--- config.mk ---
export PLATFORM = sky130hd
export DESIGN_NAME = wreg_window_ctrl
export DESIGN_NICKNAME = d
export VERILOG_FILES = /design/src/rtl/wreg_pkg.sv /design/src/rtl/wreg_probe.sv /design/src/rtl/wreg_exec.sv /design/src/rtl/wreg_window_ctrl.sv
export SDC_FILE = /design/constraint.sdc
export NUM_CORES = 1
export LEC_CHECK = 0
export ABC_AREA = 0
export BUFFER_PORTS_ARGS = -buffer_cell sky130_fd_sc_hd__buf_2
export CAP_MARGIN = 20
export CELL_PAD_IN_SITES_DETAIL_PLACEMENT = 0
export CELL_PAD_IN_SITES_GLOBAL_PLACEMENT = 1
export CORE_AREA = 3 3 96 98
export DETAILED_ROUTE_END_ITERATION = 8
export DIE_AREA = 0 0 99 101
export GPL_TIMING_DRIVEN = 0
export HOLD_SLACK_MARGIN = 0.1
export MAX_ROUTING_LAYER = met4
export PLACE_DENSITY = 0.92
export SLEW_MARGIN = 20
export SYNTH_ARGS = -nofsm -noshare
export SYNTH_HDL_FRONTEND = slang
export SYNTH_HIERARCHICAL = 1
export SYNTH_SLANG_ARGS = --single-unit
--- constraint.sdc ---
create_clock -name clk_i -period 11.46 [get_ports clk_i]
set_clock_uncertainty 0.1 [all_clocks]
set_input_delay 2.292 -clock clk_i [delete_from_list [all_inputs] [get_ports clk_i]]
set_output_delay 2.292 -clock clk_i [all_outputs]
set_load 0.005 [all_outputs]
--- src/rtl/wreg_pkg.sv ---
package wreg_pkg;
  typedef enum logic [2:0] {
    OP_NOP   = 3'd0,
    OP_ENTRY = 3'd1,
    OP_RETW  = 3'd2,
    OP_ROTW  = 3'd3,
    OP_CHECK = 3'd4,
    OP_MOVSP = 3'd5
  } wop_e;

  typedef enum logic [2:0] {
    TR_NONE      = 3'd0,
    TR_ILLEGAL   = 3'd1,
    TR_ALLOCA    = 3'd2,
    TR_OVERFLOW  = 3'd3,
    TR_UNDERFLOW = 3'd4
  } wtrap_e;

  localparam int unsigned PROBE_LO = 3;  // frames probed below base
  localparam int unsigned PROBE_HI = 5;  // frames probed above base
endpackage

--- src/rtl/wreg_probe.sv ---
module wreg_probe
  import wreg_pkg::*;
#(
  parameter int unsigned NF = 16,
  localparam int unsigned FW = $clog2(NF),
  localparam int unsigned NP = PROBE_LO + PROBE_HI + 1
) (
  input  logic [FW-1:0] base_i,
  input  logic [NF-1:0] start_i,
  output logic [NP-1:0] near_o   // near_o[k] = start at base + k - PROBE_LO
);
  for (genvar k = 0; k < NP; k++) begin : g_tap
    localparam logic [FW-1:0] OFF = FW'(k + NF - PROBE_LO);
    logic [FW-1:0] idx;
    assign idx       = base_i + OFF;
    assign near_o[k] = start_i[idx];
  end
endmodule

--- src/rtl/wreg_exec.sv ---
module wreg_exec
  import wreg_pkg::*;
#(
  parameter int unsigned NF = 16,
  localparam int unsigned FW = $clog2(NF),
  localparam int unsigned NP = PROBE_LO + PROBE_HI + 1
) (
  input  logic [2:0]    op_i,
  input  logic [1:0]    callinc_i,
  input  logic [3:0]    spec_i,
  input  logic [3:0]    amount_i,
  input  logic          woe_i,
  input  logic          excm_i,
  input  logic [1:0]    ra_top_i,
  input  logic [FW-1:0] base_i,
  input  logic [NF-1:0] start_i,
  input  logic [NP-1:0] near_i,
  output logic [FW-1:0] base_o,
  output logic [NF-1:0] start_o,
  output logic [2:0]    trap_o,
  output logic [1:0]    size_o,
  output logic          save_o
);
  logic          ok;
  logic [1:0]    fnd, below;
  logic [FW-1:0] ent, dest;

  always_comb begin
    ok      = woe_i & ~excm_i;
    base_o  = base_i;
    start_o = start_i;
    trap_o  = TR_NONE;
    size_o  = 2'd0;
    save_o  = 1'b0;
    fnd     = 2'd0;
    below   = 2'd0;
    // descending loops so the nearest frame wins
    for (int j = 3; j >= 1; j--) begin
      if (j <= int'(amount_i[1:0]) && near_i[PROBE_LO + j]) fnd = 2'(j);
      if (near_i[PROBE_LO - j]) below = 2'(j);
    end
    ent  = base_i + FW'(callinc_i);
    dest = base_i - FW'(ra_top_i);

    case (op_i)
      OP_ENTRY: begin
        if (spec_i > 4'd3 || !ok) trap_o = TR_ILLEGAL;
        else begin
          base_o  = ent;
          start_o = start_i | (NF'(1) << ent);
        end
      end
      OP_RETW: begin
        if (ra_top_i == 2'd0 || (below != 2'd0 && below != ra_top_i) || !ok)
          trap_o = TR_ILLEGAL;
        else begin
          base_o = dest;
          if (near_i[PROBE_LO - int'(ra_top_i)]) start_o = start_i & ~(NF'(1) << base_i);
          else begin
            trap_o = TR_UNDERFLOW;
            size_o = ra_top_i;
            save_o = 1'b1;
          end
        end
      end
      OP_ROTW: base_o = base_i + FW'($signed(amount_i));
      OP_CHECK: begin
        if (ok && fnd != 2'd0) begin
          base_o = base_i + FW'(fnd);
          trap_o = TR_OVERFLOW;
          save_o = 1'b1;
          if (near_i[PROBE_LO + int'(fnd) + 1])      size_o = 2'd1;
          else if (near_i[PROBE_LO + int'(fnd) + 2]) size_o = 2'd2;
          else                                       size_o = 2'd3;
        end
      end
      OP_MOVSP: if (near_i[PROBE_LO-1:0] == '0) trap_o = TR_ALLOCA;
      default: ;
    endcase
  end
endmodule

--- src/rtl/wreg_window_ctrl.sv ---
module wreg_window_ctrl
  import wreg_pkg::*;
#(
  parameter int unsigned NAREG = 64,
  localparam int unsigned NF = NAREG / 4,
  localparam int unsigned FW = $clog2(NF),
  localparam int unsigned PW = $clog2(NAREG)
) (
  input  logic          clk_i,
  input  logic          rst_ni,
  input  logic [2:0]    op_i,
  input  logic [1:0]    callinc_i,
  input  logic [3:0]    spec_i,
  input  logic [3:0]    amount_i,
  input  logic          woe_i,
  input  logic          excm_i,
  input  logic [31:0]   ra_i,
  input  logic [1:0]    pc_hi_i,
  input  logic [3:0]    vis_reg_i,
  output logic [2:0]    trap_o,
  output logic [1:0]    trap_size_o,
  output logic [FW-1:0] owb_o,
  output logic          excm_set_o,
  output logic [FW-1:0] wbase_o,
  output logic [NF-1:0] wstart_o,
  output logic [31:0]   ret_pc_o,
  output logic [PW-1:0] phys_reg_o
);
  localparam int unsigned NP = PROBE_LO + PROBE_HI + 1;

  logic [NP-1:0] near;
  logic [FW-1:0] base_q, base_d;
  logic [NF-1:0] start_q, start_d;
  logic [2:0]    trap_d;
  logic [1:0]    size_d;
  logic          save_d;
  logic          past_ok;

  wreg_probe #(.NF(NF)) u_probe (
    .base_i (base_q),
    .start_i(start_q),
    .near_o (near)
  );

  wreg_exec #(.NF(NF)) u_exec (
    .op_i     (op_i),
    .callinc_i(callinc_i),
    .spec_i   (spec_i),
    .amount_i (amount_i),
    .woe_i    (woe_i),
    .excm_i   (excm_i),
    .ra_top_i (ra_i[31:30]),
    .base_i   (base_q),
    .start_i  (start_q),
    .near_i   (near),
    .base_o   (base_d),
    .start_o  (start_d),
    .trap_o   (trap_d),
    .size_o   (size_d),
    .save_o   (save_d)
  );

  always_ff @(posedge clk_i or negedge rst_ni) begin
    if (!rst_ni) begin
      base_q      <= '0;
      start_q     <= NF'(1);
      trap_o      <= TR_NONE;
      trap_size_o <= 2'd0;
      owb_o       <= '0;
      excm_set_o  <= 1'b0;
      past_ok     <= 1'b0;
    end else begin
      base_q      <= base_d;
      start_q     <= start_d;
      trap_o      <= trap_d;
      trap_size_o <= size_d;
      excm_set_o  <= save_d;
      past_ok     <= 1'b1;
      if (save_d) owb_o <= base_q;
    end
  end

  assign wbase_o    = base_q;
  assign wstart_o   = start_q;
  assign ret_pc_o   = {pc_hi_i, ra_i[29:0]};
  assign phys_reg_o = {base_q, 2'b00} + PW'(vis_reg_i);

  // a return never empties the mask
  assert_mask_live_R8: assert property (@(posedge clk_i) disable iff (!rst_ni)
    wstart_o != '0);

  // overflow lands on the live frame it found
  assert_ovf_lands_R6: assert property (@(posedge clk_i) disable iff (!rst_ni)
    trap_o == TR_OVERFLOW |-> wstart_o[wbase_o] && excm_set_o && trap_size_o != 2'd0);

  // underflow rewinds by its size onto an empty frame
  assert_unf_rewind_R9: assert property (@(posedge clk_i) disable iff (!rst_ni)
    trap_o == TR_UNDERFLOW |-> wbase_o == owb_o - FW'(trap_size_o) && !wstart_o[wbase_o]);

  // illegal operations leave the window alone
  assert_illegal_keeps_R4: assert property (@(posedge clk_i) disable iff (!rst_ni)
    past_ok && trap_o == TR_ILLEGAL |-> $stable(wbase_o) && $stable(wstart_o));

  // no trap after an idle cycle
  assert_idle_quiet_R13: assert property (@(posedge clk_i) disable iff (!rst_ni)
    past_ok && $past(op_i) == OP_NOP |-> trap_o == TR_NONE && !excm_set_o);
endmodule

==> metrics, run 1 <==
status=complete, no violations; Setup WS pre-CTS=5740 ps; Syn Inst Count=342; syn_nets=423; Fin. Hold Viols=0; min cycle time layout=5730 ps; Avg Inst Size Synth=10.0 um2; Max Cap Violations=0; CP Capture Type=flop; Layout Cells excl Fill=543; main area contributors after synthesis=dfrtp_1 (21%), mux4_2 (8.5%), buf_4 (7.6%), ha_1 (7.6%), mux2i_1 (7.6%); Placer Congestion=0.905; number of synthesized flops with an enable pin=0; CP Launch Type=flop; Synth Flop Type=dfrtp_1; reg2reg setup slack=5730 ps; CP max-delay cell=dfrtp_1; largest net degree at the start of global routing=31; DR vias=3157; Final Cell Area=4090 um2; Iteration-0 DRC Markers=231; H-tree Lvls=2; row count=34; Yosys warning count=6; hold path startpoint=owb_o[3]; ant diodes=0; Req. time, crit path=11520 ps; slew at the pin with the worst max-slew slack=903 ps; residual DRC count=0; Achievable Freq=175 MHz; Seq cells post-synth=30; Skew-Pair Late Insertion Delay=280 ps; total track usage=19.9%; I/O Pins=123; cts repair resizes=0; r2r startpoint=wbase_o[1]; final setup margin=5730 ps; Crit. Startpoint=wbase_o[1]; final wirelength=9960 um; drt pass-1 iters=5; TritonCTS clock tree=built; Die H=101 um; Yosys top cell area share=21.1%; die footprint=10000 um2; placed cell count=535; Max rail drop VDD=75.6 uV; root buffer cell=clkbuf_8; Inserted Clock Buffers=5; Hold Path Class=reg -> reg; ANT nets after route=0; Slew headroom=39.8%; Seq/Total Area, Yosys=21.9%; initial antenna violation count=0; port bufs=85; Critical Path Max Stage Delay=930 ps; Synth area leader=dfrtp_1; area delta synth->final=19.1%; Detail Placement HPWL=7710 um; RSZ-0062 raised after global routing=no; power per cell area=163 nW/um2; Cell Area, Placed=4000 um2; Distinct cells, synth=60; initial core utilization=40.2%; Setup CP Type=reg -> reg; cts hold-fix bufs=0; Post-CTS Setup Bufs=0; DIE WIDTH=99 um; CTS sink cnt=30; Routed WL per cell=18.3 um; Reg clk slew, reported paths=70 ps; synthesized cell area=3440 um2; Final setup viols=0; Slew Limit Fails=0; vias in the first global route=3076; first-pass GRT wire length=15600 um; DR vias/cell=5.81; core area=8550 um2; Arr. time, crit path=5790 ps; Setup TNS=0 ps; Max clock buf depth=2; fin nets=515; asr flop ratio synth=100%; Lkg Pwr=2.00 nW; crit-path max FO=18; crit-path cells=buf_2, inv_1, ha_1, buf_2, mux2i_1, mux2i_1, mux4_2, nand2b_1, or2_2, ha_1, nor3b_1, nand2_1, o21ai_1, mux2_2; layout cell share with drive strength beyond 1=37.5%; grt ovf=0; period utilisation layout=50.0%
## cell type report
cell class	instances	area (um2)
inverter	16	60.1
clock buffer	6	82.6
tap	108	135
fill	774	4460
multi-input combinational	248	2270
buffer	48	350
clock inverter	2	12.5
timing repair buffer	85	425
sequential	30	752
## kinds of logic after synthesis
family	Yosys count	share of synthesized area, %
multiplexers	52	23.4
adder cells (fa/ha/maj)	27	10.8
AO/OA/AOI/OAI	80	15.5
XOR/XNOR	19	4.84
AND/OR/NAND/NOR	70	11.6
buffers and inverters	64	11.9
flip-flops	30	21.9
## sequential cells by signal, indices dropped and copies added (netlist names)
register	flops
excm_set_o	1
owb_o	4
trap_o	3
trap_size_o	2
wbase_o	4
wstart_o	16
## worst paths after layout
path,endpoint,depth (start not counted)
min,owb_o[3],1
min in group asynchronous,wstart_o[10],1
max in group asynchronous,owb_o[2],1
max reg2reg,owb_o[2],14
min reg2reg,owb_o[3],1
max,owb_o[2],14
## placed cells by master, fill, tap and decap left out, types with 4 or more instances in the layout
master and count:
nor4_1 8, mux2_2 4, nor2_1 13, nand3_1 4, ha_1 21, buf_2 90, xor2_1 8, nand2_1 14
buf_4 35, mux4_2 13, a31oi_1 21, a211oi_1 5, mux4_1 7, nand2b_1 7, clkbuf_8 6, fa_1 5
mux2i_1 26, dfrtp_1 29, xnor2_1 11, inv_1 14, o21ai_0 5, clkbuf_1 4, a21oi_1 21
## critical path: cells and delay by family (launching register included)
family                     cells  cell delay [ps]
and+or+nand+nor                4             1420
muxes                          4             1350
DFF                            1              930
buffers and inverters          3              840
adders and majority gates      2              580
AOI/OAI and AO/OA              1              350
## synth_stat cells (7+ instances only)
library cell   n
a21oi_1       21
a31oi_1       21
buf_4         35
dfrtp_1       29
ha_1          21
inv_1         14
mux2i_1       26
mux4_1         7
mux4_2        13
nand2_1       14
nand2b_1       7
nor2_1        13
nor4_1         8
xnor2_1       11
xor2_1         8
## power by group
| part | internal, mW | switching (mW) | total (mW) |
|---|---|---|---|
| clock network | 0.0482 | 0.0409 | 0.0891 |
| registers | 0.125 | 0.0445 | 0.169 |
| logic | 0.192 | 0.214 | 0.407 |
| total | 0.366 | 0.300 | 0.665 |
## stage by stage
step | hold slack (ps) | util [%] | total power [mW]
final | 404 | 47.9 | 0.665
after global routing | 419 | 47.9 | 0.713
after CTS | 406 | 47.9 | 0.664
after detailed placement | 392 | 46.8 | 0.573
after global placement | 387 | 46.8 | 0.560
after floorplan | 405 | - | 0.455
## layer usage
layer  up-vias  global-route usage, %  routed length [um]
met5         -                      -                   0
met4         0                   5.78                 116
met3        10                   1.45                 589
met2       162                   35.7                5340
met1      1532                   23.9                3910
li1       1453                      -                   -
No activity file was read; power rests on OpenSTA's default activity.
==> run 2: changes to the inputs <==
Settings changed: CORE_AREA 3 3 96 98 to 3 3 105 107, DIE_AREA 0 0 99 101 to 0 0 108 110, PLACE_DENSITY 0.92 to 0.83.
Clock period 11.46 ns to 4.6 ns, I/O delays scaled along.
==> run 2 against run 1 <==
Against the previous run: worst setup slack got worse by 5400 ps; non-clock buffer count grew 5; total power rose to 2.6 times the previous value; via count grew 0.44%; register-to-register slack worse by 5400 ps; sequential share of layout area down 0.39 points; clock power is 150% higher; final area up 2.9%; core utilization shrank 6.7 points; worst hold slack gained 5.4 ps; largest cell class unchanged.
==> metrics, run 2 (synthesis gave the netlist of run 1 again) <==
fin nets=520; DR vias/cell=5.51; area delta synth->final=22.5%; grt ovf=0; layout cell share with drive strength beyond 1=39.8%; core area=10200 um2; commonest non-fill, non-tap cell in the layout=buf_2; residual DRC count=0; Achievable Freq=232 MHz; period utilisation layout=93.6%; total track usage=17.3%; Worst Reg2Reg Path Length in Cells=17; CP top delay family=multiplexers; vias in the first global route=3176; CTS sink cnt=30; Max rail drop VDD=150 uV; first-pass GRT wire length=16000 um; Reg clk slew, reported paths=70 ps; largest net degree at the start of global routing=31; slew at the pin with the worst max-slew slack=731 ps; Slew Limit Fails=0; cts hold-fix bufs=0; min cycle time layout=4310 ps; root buffer cell=clkbuf_8; CP max-delay cell=mux4_2; CP Capture Type=flop; initial core utilization=33.6%; Routed WL per cell=17.3 um; max reg flops=16; Final setup viols=0; Setup TNS=0 ps; I/O Pins=123; Setup CP Type=reg -> reg; Critical Path Max Stage Delay=530 ps; DR vias=3171; final wirelength=9950 um; status=complete, no violations; Inserted Clock Buffers=5; Lkg Pwr=2.03 nW; Iteration-0 DRC Markers=198; hold slack=409 ps; Hold Path Class=reg -> reg; CP Launch Type=flop; row count=37; Fin. Hold Viols=0; power per cell area=404 nW/um2; crit-path cells=buf_6, buf_12, inv_2, ha_4, buf_6, mux2i_1, mux2i_1, mux4_2, nand2b_1, or2_2, inv_1, ha_1, nor2_1, a21oi_1, a311o_1, a211oi_1, a221o_1; Max clock buf depth=2; Detail Placement HPWL=7820 um; Max Cap Violations=0; Levels on crit path=17; Min-Delay Path Depth=1; DIE WIDTH=108 um; Arr. time, crit path=4430 ps; TritonCTS clock tree=built; initial antenna violation count=0; ant diodes=0; Slew headroom=50.9%; ANT nets after route=0; most frequent cells in the layout=buf_2 (89), buf_4 (40), dfrtp_1 (27), mux2i_1 (24); Skew-Pair Late Insertion Delay=280 ps; drt pass-1 iters=5; H-tree Lvls=2; Die H=110 um; RSZ-0062 raised after global routing=no; Placer Congestion=0.899; port bufs=85; crit-path max FO=10; crit path buf inv count=5; Req. time, crit path=4730 ps; die footprint=11900 um2
## run 2: layout make-up
class                      instances  area, um2
fill                             993       6020
multi-input combinational        248       2310
sequential                        30        757
timing repair buffer              90        463
buffer                            48        357
tap                              136        170
clock buffer                       7       86.3
inverter                          16       60.1
clock inverter                     1       5.00
## run 2: report_power, final
group	switching [mW]	internal, mW
registers	0.0834	0.315
clock network	0.0990	0.120
logic	0.569	0.515
total	0.752	0.951
## run 2: through the flow
stage                     cells  worst slack, ps  util, %  total power [mW]  cell area (um2)
after floorplan             342             34.4        -              1.13             3440
after global placement      563             -840     39.4              1.40             4030
after detailed placement    563             -901     39.4              1.43             4030
after CTS                   572             4.39     40.6              1.66             4150
after global routing        576             51.5     41.2              1.84             4210
final                       576              294     41.2              1.70             4210
## run 2: path summary, 6_finish.rpt
path | from | to | slack (ps)
hold reg to reg | owb_o[2] | owb_o[2] | 410
max in group asynchronous | rst_ni | wbase_o[1] | 3350
setup / recovery | wbase_o[0] | trap_size_o[0] | 290
setup reg to reg | wbase_o[0] | trap_size_o[0] | 290
hold / removal | owb_o[2] | owb_o[2] | 410
min in group asynchronous | rst_ni | excm_set_o | 560
## run 2: metal layers
metal | wire (um) | GRT usage [%] | share of wire, % | vias up
met5 | 0 | - | 0 | -
met4 | 277 | 7.57 | 2.8 | 0
met1 | 4020 | 20.8 | 40 | 1541
li1 | - | - | - | 1460
met3 | 544 | 2.10 | 5.5 | 24
met2 | 5110 | 29.4 | 51 | 146
## run 2: timing repair
item,in CTS,in global routing
buffers inserted,1,4
resized for setup,7,6
setup endpoints to repair,29,19
==> run 3: changes to the inputs <==
Settings changed: CORE_AREA 3 3 105 107 to 3 3 100 102, DIE_AREA 0 0 108 110 to 0 0 103 105, PLACE_DENSITY 0.83 to 0.86.
Clock period 4.6 ns to 4.25 ns, I/O delays scaled along.
==> run 3 against run 2 <==
Against the previous run: via count up 1.7%; highest routed layer unchanged; combinational power up 13%; non-clock buffer count unchanged; clock power about the same; critical path type unchanged; first-iteration DRC count up 19%; total power up 9.8%; critical endpoint unchanged.
==> metrics, run 3 (synthesis gave the netlist of run 1 again) <==
status=complete, no violations; fin nets=520; Setup TNS=0 ps; Max rail drop VDD=174 uV; CP Launch Type=flop; Filler Cell Count=901; Req. time, crit path=4380 ps; CP max-delay cell=mux4_2; layout cell share with drive strength beyond 1=41.6%; RSZ-0062 raised after global routing=yes; Cell Area, Placed=4010 um2; port bufs=85; Routed WL per cell=18.6 um; Skew-Pair Late Insertion Delay=280 ps; I/O Pins=123; max reg flops=16; ANT nets after route=0; Slew headroom=46.4%; Lkg Pwr=2.01 nW; root buffer cell=clkbuf_8; initial antenna violation count=0; Max Cap Violations=0; DR vias/cell=5.85; TritonCTS clock tree=built; period utilisation layout=98.7%; CTS sink cnt=30; residual DRC count=0; Setup CP Type=reg -> reg; crit-path cells=buf_6, clkinvlp_4, ha_4, buf_6, mux2i_1, mux2i_1, mux4_2, nand2b_1, or2_2, ha_1, nor3b_4, nand2_2, a311o_1, a211oi_1, a221o_1; CP Capture Type=flop; total track usage=19.2%; Achievable Freq=238 MHz; Final setup viols=0; first-pass GRT wire length=16200 um; Detail Placement HPWL=7890 um; drt pass-1 iters=5; Arr. time, crit path=4320 ps; Inserted Clock Buffers=5; Max clock buf depth=2; Reg clk slew, reported paths=70 ps; min cycle time layout=4190 ps; Hold Path Class=reg -> reg; Iteration-0 DRC Markers=236; DR vias=3225; crit-path max FO=10; Placer Congestion=0.850; ant diodes=0; Final Cell Area=4200 um2; Die H=105 um; power per cell area=445 nW/um2; Setup WS pre-CTS=-773 ps; final wirelength=10200 um; H-tree Lvls=2; grt ovf=0; DIE WIDTH=103 um; slew at the pin with the worst max-slew slack=798 ps; Final Util=45.7%; die footprint=10800 um2; initial core utilization=37.4%; reg2reg setup slack=60 ps; final setup margin=55.7 ps; vias in the first global route=3222; Critical Path Max Stage Delay=530 ps; most frequent cells in the layout=buf_2 (88), buf_4 (40), dfrtp_1 (26); commonest non-fill, non-tap cell in the layout=buf_2; Slew Limit Fails=0; area delta synth->final=22.3%; row count=35; largest net degree at the start of global routing=31; core area=9200 um2; Fin. Hold Viols=0
[run 3: cell count changes in the layout (fill, tap and decap cells not counted), sizes merged]
cell	change
clkbuf	-1
inv	-1
clkinv	+1
clkinvlp	+1
[run 3: layout make-up]
| class | instances | area, um2 | area share (%) |
|---|---|---|---|
| plain buffers | 48 | 363 | 8.63 |
| clock buffers | 6 | 72.6 | 1.73 |
| clock inverters | 2 | 10.0 | 0.238 |
| inverters | 16 | 66.3 | 1.58 |
| multi-input cells | 248 | 2330 | 55.5 |
| flip-flops and latches | 30 | 758 | 18.0 |
| well taps | 111 | 139 | 3.30 |
| repair buffers | 90 | 463 | 11.0 |
[run 3: layer usage]
metal / part of all wire, % / vias to the layer above / GRT usage [%]
met1: 39 / 1554 / 24.3
met4: 2.6 / 0 / 7.22
met5: 0 / - / -
met2: 52 / 190 / 31.5
li1: - / 1453 / -
met3: 6.3 / 28 / 1.67
[run 3: timing repair]
action,in CTS,in global routing
hold buffers,0,0
buffers inserted,2,3
pin swaps,0,1
gates resized for setup,12,9
setup endpoints to repair,29,8
[run 3: final timing paths]
path	startpoint	endpoint	depth (start not counted)
max	wbase_o[1]	trap_size_o[0]	15
min	owb_o[2]	owb_o[2]	1
max reg2reg	wbase_o[1]	trap_size_o[0]	15
min reg2reg	owb_o[2]	owb_o[2]	1
max in group asynchronous	rst_ni	wbase_o[1]	1
min in group asynchronous	rst_ni	owb_o[1]	1
[run 3: critical path: cells and delay by family, from the launching register on]
family          cells  cell delay, ps
flops               1             430
mux                 3             900
fa+ha+maj           2             540
compound gates      3             700
buf+inv             3             480
simple gates        4            1000
[run 3: where the power goes]
| group | switching [mW] | internal (mW) | total, mW |
|---|---|---|---|
| logic | 0.645 | 0.573 | 1.22 |
| registers | 0.0905 | 0.342 | 0.433 |
| clock network | 0.106 | 0.113 | 0.219 |
| total | 0.841 | 1.03 | 1.87 |
[run 3: stage by stage]
| stage | power (mW) | hold WS (ps) | cells |
|---|---|---|---|
| after floorplan | 1.23 | 405 | 342 |
| after global placement | 1.52 | 388 | 538 |
| after detailed placement | 1.56 | 391 | 538 |
| after CTS | 1.83 | 405 | 548 |
| after global routing | 2.00 | 440 | 551 |
| final | 1.87 | 401 | 551 |
